File: src/rtl/can_mode_pkg.sv
package can_mode_pkg;
   typedef enum logic [1:0] {
      MODE_OFF  = 2'd0,
      MODE_FRZ  = 2'd1,
      MODE_SYNC = 2'd2,
      MODE_RUN  = 2'd3
   } mode_e;
endpackage

File: src/rtl/can_idle_det.sv
module can_idle_det #(
   parameter int IDLE_BITS = 11,
   parameter bit WAIT_IDLE = 1'b1
) (
   input  logic clk,
   input  logic rst_n,
   input  logic active,
   input  logic bit_tick,
   input  logic rx,
   output logic done
);
   localparam int CW = $clog2(IDLE_BITS + 1);

   generate
      if (WAIT_IDLE) begin : g_count
         logic [CW-1:0] run_q;
         logic          last_bit;
         assign last_bit = (run_q == CW'(IDLE_BITS - 1));
         always_ff @(posedge clk or negedge rst_n) begin
            if (!rst_n)
               run_q <= '0;
            else if (!active)
               run_q <= '0;
            else if (bit_tick) begin
               if (!rx)
                  run_q <= '0;
               else if (!last_bit)
                  run_q <= run_q + 1'b1;
            end
         end
         assign done = active && bit_tick && rx && last_bit;
      end else begin : g_direct
         logic unused_inputs;
         assign unused_inputs = ^{clk, rst_n, bit_tick, rx};
         assign done = active;
      end
   endgenerate
endmodule

File: src/rtl/can_mode_fsm.sv
module can_mode_fsm
   import can_mode_pkg::*;
(
   input  logic  clk,
   input  logic  rst_n,
   input  logic  ctl_we,
   input  logic  ctl_dis,
   input  logic  ctl_halt,
   input  logic  ctl_frz,
   input  logic  idle_done,
   output mode_e mode,
   output logic  halt,
   output logic  frz
);
   mode_e mode_q, mode_d;
   logic  halt_q, halt_d, frz_q, frz_d;

   always_comb begin
      mode_d = mode_q;
      halt_d = halt_q;
      frz_d  = frz_q;
      if (ctl_we) begin
         halt_d = ctl_halt;
         frz_d  = ctl_frz;
      end
      if (ctl_we && ctl_dis) begin
         mode_d = MODE_OFF;
      end else begin
         unique case (mode_q)
            MODE_OFF: begin
               if (ctl_we) begin
                  mode_d = MODE_FRZ;
                  halt_d = 1'b1;
                  frz_d  = 1'b1;
               end
            end
            MODE_FRZ: begin
               if (ctl_we && !(ctl_halt && ctl_frz))
                  mode_d = MODE_SYNC;
            end
            MODE_SYNC: begin
               if (ctl_we && ctl_halt && ctl_frz)
                  mode_d = MODE_FRZ;
               else if (idle_done)
                  mode_d = MODE_RUN;
            end
            MODE_RUN: begin
               if (ctl_we && ctl_halt && ctl_frz)
                  mode_d = MODE_FRZ;
            end
            default: mode_d = MODE_OFF;
         endcase
      end
   end

   always_ff @(posedge clk or negedge rst_n) begin
      if (!rst_n) begin
         mode_q <= MODE_OFF;
         halt_q <= 1'b1;
         frz_q  <= 1'b1;
      end else begin
         mode_q <= mode_d;
         halt_q <= halt_d;
         frz_q  <= frz_d;
      end
   end

   assign mode = mode_q;
   assign halt = halt_q;
   assign frz  = frz_q;
endmodule

File: src/rtl/can_cfg_gate.sv
module can_cfg_gate
   import can_mode_pkg::*;
#(
   parameter int NUM_CFG  = 4,
   parameter int CLKSEL_W = 1
) (
   input  logic                clk,
   input  logic                rst_n,
   input  mode_e               mode,
   input  logic                clksel_we,
   input  logic [CLKSEL_W-1:0] clksel,
   input  logic [NUM_CFG-1:0]  cfg_we,
   output logic [CLKSEL_W-1:0] clksel_q,
   output logic [NUM_CFG-1:0]  cfg_we_g,
   output logic                wr_err
);
   logic off_mode, frz_mode, bad_wr;

   assign off_mode = (mode == MODE_OFF);
   assign frz_mode = (mode == MODE_FRZ);
   assign bad_wr   = (clksel_we && !off_mode) || (|cfg_we && !frz_mode);

   generate
      for (genvar i = 0; i < NUM_CFG; i++) begin : g_gate
         assign cfg_we_g[i] = cfg_we[i] & frz_mode;
      end
   endgenerate

   always_ff @(posedge clk or negedge rst_n) begin
      if (!rst_n) begin
         clksel_q <= '0;
         wr_err   <= 1'b0;
      end else begin
         if (clksel_we && off_mode)
            clksel_q <= clksel;
         if (bad_wr)
            wr_err <= 1'b1;
      end
   end
endmodule

File: src/rtl/can_mode_ctrl.sv
module can_mode_ctrl
   import can_mode_pkg::*;
#(
   parameter int NUM_CFG   = 4,
   parameter int CLKSEL_W  = 1,
   parameter int IDLE_BITS = 11,
   parameter bit WAIT_IDLE = 1'b1
) (
   input  logic                clk,
   input  logic                rst_n,
   input  logic                ctl_we_i,
   input  logic                ctl_dis_i,
   input  logic                ctl_halt_i,
   input  logic                ctl_frz_i,
   input  logic                clksel_we_i,
   input  logic [CLKSEL_W-1:0] clksel_i,
   input  logic [NUM_CFG-1:0]  cfg_we_i,
   input  logic                bit_tick_i,
   input  logic                rx_i,
   input  logic                eng_tx_i,
   output logic [1:0]          mode_o,
   output logic                halt_o,
   output logic                frz_o,
   output logic                frz_ack_o,
   output logic                not_rdy_o,
   output logic                lpm_ack_o,
   output logic                engine_en_o,
   output logic                tx_o,
   output logic [CLKSEL_W-1:0] clksel_o,
   output logic [NUM_CFG-1:0]  cfg_we_o,
   output logic                wr_err_o
);
   if (NUM_CFG < 1) begin : g_bad_cfg
      $error("NUM_CFG must be at least 1");
   end
   if (CLKSEL_W < 1) begin : g_bad_clk
      $error("CLKSEL_W must be at least 1");
   end
   if (IDLE_BITS < 1) begin : g_bad_idle
      $error("IDLE_BITS must be at least 1");
   end

   mode_e mode;
   logic  idle_done;

   can_mode_fsm u_fsm (
      .clk       (clk),
      .rst_n     (rst_n),
      .ctl_we    (ctl_we_i),
      .ctl_dis   (ctl_dis_i),
      .ctl_halt  (ctl_halt_i),
      .ctl_frz   (ctl_frz_i),
      .idle_done (idle_done),
      .mode      (mode),
      .halt      (halt_o),
      .frz       (frz_o)
   );

   can_idle_det #(
      .IDLE_BITS (IDLE_BITS),
      .WAIT_IDLE (WAIT_IDLE)
   ) u_idle (
      .clk      (clk),
      .rst_n    (rst_n),
      .active   (mode == MODE_SYNC),
      .bit_tick (bit_tick_i),
      .rx       (rx_i),
      .done     (idle_done)
   );

   can_cfg_gate #(
      .NUM_CFG  (NUM_CFG),
      .CLKSEL_W (CLKSEL_W)
   ) u_gate (
      .clk       (clk),
      .rst_n     (rst_n),
      .mode      (mode),
      .clksel_we (clksel_we_i),
      .clksel    (clksel_i),
      .cfg_we    (cfg_we_i),
      .clksel_q  (clksel_o),
      .cfg_we_g  (cfg_we_o),
      .wr_err    (wr_err_o)
   );

   assign mode_o      = mode;
   assign frz_ack_o   = (mode == MODE_FRZ);
   assign not_rdy_o   = (mode != MODE_RUN);
   assign lpm_ack_o   = (mode == MODE_OFF);
   assign engine_en_o = (mode == MODE_RUN);
   assign tx_o        = (mode == MODE_RUN) ? eng_tx_i : 1'b1;
endmodule

File: config.mk
export PLATFORM = sky130hd
export DESIGN_NAME = can_mode_ctrl
export DESIGN_NICKNAME = d
export VERILOG_FILES = /design/src/rtl/can_mode_pkg.sv /design/src/rtl/can_idle_det.sv /design/src/rtl/can_mode_fsm.sv /design/src/rtl/can_cfg_gate.sv /design/src/rtl/can_mode_ctrl.sv
export SDC_FILE = /design/constraint.sdc
export NUM_CORES = 1
export LEC_CHECK = 0
export CAP_MARGIN = 20
export CELL_PAD_IN_SITES_DETAIL_PLACEMENT = 1
export CELL_PAD_IN_SITES_GLOBAL_PLACEMENT = 2
export CORE_ASPECT_RATIO = 1.2
export CORE_MARGIN = 5
export CORE_UTILIZATION = 25
export DETAILED_ROUTE_END_ITERATION = 16
export GPL_TIMING_DRIVEN = 1
export PLACE_DENSITY = 0.93
export SYNTH_ARGS = -nofsm -noshare
export SYNTH_HDL_FRONTEND = slang
export SYNTH_SLANG_ARGS = --single-unit
File: constraint.sdc
create_clock -name clk -period 2.6 [get_ports clk]
set_input_delay 0.26 -clock clk [delete_from_list [all_inputs] [get_ports clk]]
set_output_delay 0.26 -clock clk [all_outputs]
set_load 0.02 [all_outputs]
Yosys cells after proc, flatten, opt, wreduce, memory -nomap -nowiden --
Index checks and enable logic that the tools add are counted.
Cells by class: $add $sub $neg 1, eq/ne operators 11, muxes and demuxes 20, bitwise gates (word level) 4, reduce and logical (&&, ||, !) cells 19
Operators with widths (number):
- $mux 4 | 4
- $mux 2 | 6
- $logic_and 1x1->1 | 11
- $mux 1 | 9
- $ne 3x3->1 const B | 3
- $pmux 2 s4 | 1
- $add 4x1->4 const B | 1
- $and 1x1->1 | 4
- $eq 2x2->1 const B | 2
- $eq 4x4->1 const B | 1
- $ne 2x2->1 const B | 2
- $ne 4x4->1 const B | 1
- $reduce_and 4->1 | 1
- $reduce_or 4->1 | 1
- $logic_not 1->1 | 3
- $ne 3x1->1 const B | 1
- $eq 2x1->1 const B | 1
- $logic_not 2->1 | 1
- $reduce_and 2->1 | 1
- $logic_or 1x1->1 | 1
Storage, ports and cells: flip-flop bits (word level) 10, bits of input ports 15, output and inout bits 15, logic and storage cells 61

Depth between registers and ports, before layout --
depth in word-level cells 8, mapped depth 6, depth with buffers taken out 6

Cells and area by module --
From an unflattened synthesis, not the netlist that was laid out.
Unflattened totals: cell total of the unflattened synthesis 84, area total of the unflattened synthesis 778.2 um2
Modules (own cells, without submodules):
- can_mode_fsm | times used 1, cells each 34, area an instance 351.6 um2, seq. area each 102.6 um2
- can_idle_det | times used 1, cells each 29, area an instance 257.7 um2, seq. area each 100.1 um2
- can_cfg_gate | times used 1, cells each 15, area an instance 133.9 um2, seq. area each 50.0 um2
- can_mode_ctrl | times used 1, cells each 6, area an instance 35.0 um2, seq. area each 0.0 um2

Worst setup path before layout --
OpenSTA, ideal clock, no wires.
path type register to register, from register u_fsm.mode_q[0] (netlist: u_fsm.mode[0]), to register u_fsm.mode_q[0] (netlist: u_fsm.mode[0]), library setup time 125 ps, arrival time 1672 ps, required time 2475 ps, setup slack 803 ps, cell stages (with the launch flop) 6, buffers on the path 0, period minus slack after synthesis 1797 ps, cell sequence dfrtp_1 ha_1 nand2b_1 o22ai_2 o221a_4 mux2_4
Between the ends: elaborated cells between the ends (all ways) 14, those cells by class 7 x eq/ne; 2 x mux; 5 x reduce/logical
RTL lines:
- start: declaration | RTL line can_mode_fsm.sv:15 | mode_e mode_q, mode_d;
- start signal: assignment | RTL line can_mode_fsm.sv:62 | mode_q <= mode_d;
- $eq 2x2->1 *
- named net engine_en_o | RTL line can_mode_ctrl.sv:27 | output logic engine_en_o,
- $ne 3x1->1 (no line) / $pmux 2 s4 (equally long branches)
- $reduce_and 4->1 (no line) / $mux 2 (equally long branches)
The timed path passes the listed nets; every way through them passes the cells marked *. A chain may end at the register's enable or synchronous reset.

Worst setup path in the final report --
from register u_fsm.mode_q[1] (netlist: u_fsm.mode[1]), to output cfg_we_o[0]
Between the ends: word-level cells in the longest chain between the ends 2
Ends and longest elaborated chain:
- $eq 2x1->1 | RTL line can_cfg_gate.sv:20 | assign frz_mode = (mode == MODE_FRZ);
- $and 1x1->1 | RTL line can_cfg_gate.sv:25 | assign cfg_we_g[i] = cfg_we[i] & frz_mode;
- end: declaration | RTL line can_mode_ctrl.sv:30 | output logic [NUM_CFG-1:0] cfg_we_o,
Every way passes these cells.

==> impl_metrics.ini <==
[outcome]
run_status = completed

[logic_synthesis]
synth-async-reset-ratio_pct = 100
synth_area_leaders = dfrtp_1 29%, ha_1 11%, dfstp_2 7.6%
syn_avg_cell_area_sq_um = 9.59
syn_nets = 93
synth_top_cell_area_share_pct = 29.0
yosys_warnings = 0
synth_cells = 72
ys_ff_latch = 10
synth-edff-count = 0
synthesis.area_sq_um = 691
yosysMostFrequentCell = dfrtp_1
yosys-top-cells-count = 8 x dfrtp_1, 7 x nand2_1, 6 x ha_1, 6 x nor2_1
synth_area_leader_cell = dfrtp_1
yosys.cell_types.count = 28
seq_area_frac_synth_pct = 36.6
synth_top_flop_cell = dfrtp_1

[global_routing]
grt_max_degree = 11
grt_pass1_vias = 704
antenna_found_initial = 0
overflow = 0
grt_use_total_pct = 9.85
grt_pass1_wl_mm = 2.97

[floorplanning]
rows = 21
fp.dieH_um = 67.6
die_area_sq_um = 3920
initial_core_util_pct = 25.3
io_pins = 30
chipWidth_um = 58.0
fp.coreArea_sq_um = 2730

[timing]
skew_ps = 4.17
fin_crit_sh_pct = 84.5
rsz0062_at_grt = no
final_hold_viol_count = 0
fin_tns_setup_ps = 0
period_needed_ps = 2200
final-setup-viol-count = 0
slew_viol_final = 0
relSlewSlack_pct = 68.3
tightest_slew_ps = 474
holdWs_ps = 324
max_freq_mhz = 455

[pwr]
power_w = 0.000809
leakage_nw = 0.447
ir_worst_vdd_mv = 0.358
power_density_nw_per_um2 = 774

[cts]
cts-htree-levels = 1
cts_made_buffers = 3
clkTransAtPathRegs_ps = 60
cts_buffer_depth = 2
postCtsSetupBuffers = 0
clk_latency_ps = 260
cts_resized = 0
cts_tree = built
ctsHoldBuffers = 0
clock_sinks = 10
cts-root-buf = clkbuf_4

[layout]
area_growth_pct = 51.4
fin_area_sq_um = 1050
drive_gt1_share_pct = 8.65
postLayoutCoreUtil_pct = 38.3
n_antenna_cell = 0
nets = 126

[route]
wire_per_inst_um = 13.2
drt-vias-per-instance = 4.67
drc = 0
num_vias = 645
drt-total-wl_mm = 1.82
dr.pass1.iters = 4
drt_iter0_drc = 4
ant_nets = 0

[worst_setup_path]
crit_type = reg -> out
slowest_delay_ps = 610
r2r_start = u_fsm.mode[0]
cp_max_fo = 10
cp_slowest_cell = clkdlybuf4s50_1
cp-start-kind = flop
crit_start = u_fsm.mode[1]
r2r_cells = 5
crit_required_ps = 2340
r2r_slack_ps = 930
endpoint_kind = output port
r2r-end = u_fsm.mode[0]
arrival_ps = 1940
critPathCapture = cfg_we_o[0]
path_cells = inv_1 -> ha_1 -> and2_1 -> clkdlybuf4s50_1

[worst_hold_path]
min_path_type = in -> async

[placed_design]
dpl.hpwl_mm = 1.46
placed_cell_area_sq_um = 1020
gp_congestion = 0.686
io_buffers = 29

[job]
drv_cap = 0
[routing by layer]
| layer | vias up | global-route usage, % | wire length [um] |
|---|---|---|---|
| met5 | - | 0 | 0 |
| met4 | 0 | 2.61 | 0 |
| met3 | 0 | 5.35 | 170 |
| met2 | 26 | 16.8 | 876 |
| met1 | 302 | 10.6 | 776 |
| li1 | 317 | - | - |
[worst min-delay path by stage]
stage,to,slack [ps],cells after the start,start
detailed placement,u_gate.clksel_q,480,1,u_gate.clksel_q
global route,u_gate.clksel_q,350,1,rst_n
global placement,u_gate.wr_err,470,2,u_gate.wr_err
finish,u_idle.g_count.run_q[3],320,1,rst_n
CTS,u_fsm.mode[1],330,1,rst_n
floorplan,u_fsm.mode[0],-40,0,rst_n
[placed cells by master (no fill, tap or decap), types with 3 or more instances in the layout]
cell type | synthesis | final
nand2_1 | 7 | 7
a21oi_1 | 5 | 5
clkdlybuf4s50_1 | 0 | 29
nor2_1 | 6 | 6
nor2b_1 | 4 | 4
clkbuf_4 | 0 | 3
ha_1 | 6 | 6
inv_1 | 5 | 5
dfrtp_1 | 8 | 8
nand3_1 | 3 | 3
and2_1 | 4 | 4
[state kept, by name, indices dropped and copies added (netlist names)]
name,flops
u_gate.clksel_q,1
u_fsm.frz,1
u_idle.g_count.run_q,4
u_fsm.halt,1
u_fsm.mode,2
u_gate.wr_err,1
[through the flow]
stage | setup WS (ps) | std cells
after floorplan | 803 | 72
after global placement | 721 | 134
after detailed placement | 680 | 134
after CTS | 370 | 138
after global routing | 296 | 138
final | 404 | 138
[cell type report]
class                   count  area (sq um)
repair buffers             29           290
inverters                   5          18.8
flip-flops and latches     10           253
fillers                   342          1690
clock buffers               4          26.3
well taps                  34          42.5
multi-input cells          56           415
[critical path: cells and delay by family, from the launching register on]
family,cells,cell delay (ps)
DFF,1,410
buffers and inverters,2,720
and+or+nand+nor,1,180
adders and majority gates,1,350
[kinds of logic after synthesis]
| family | synth area share (%) |
|---|---|
| DFF | 36.6 |
| buffers and inverters | 3.26 |
| and+or+nand+nor | 27.2 |
| muxes | 6.88 |
| adders and majority gates | 10.9 |
| AOI/OAI and AO/OA | 15.2 |
[power by group]
part / internal [W] / total, W / switching, W
Sequential: 0.000188 / 0.000213 / 0.0000249
Combinational: 0.000244 / 0.000487 / 0.000243
Clock: 0.0000592 / 0.000109 / 0.0000497
Note: power is estimated with default switching activity, not from simulation.
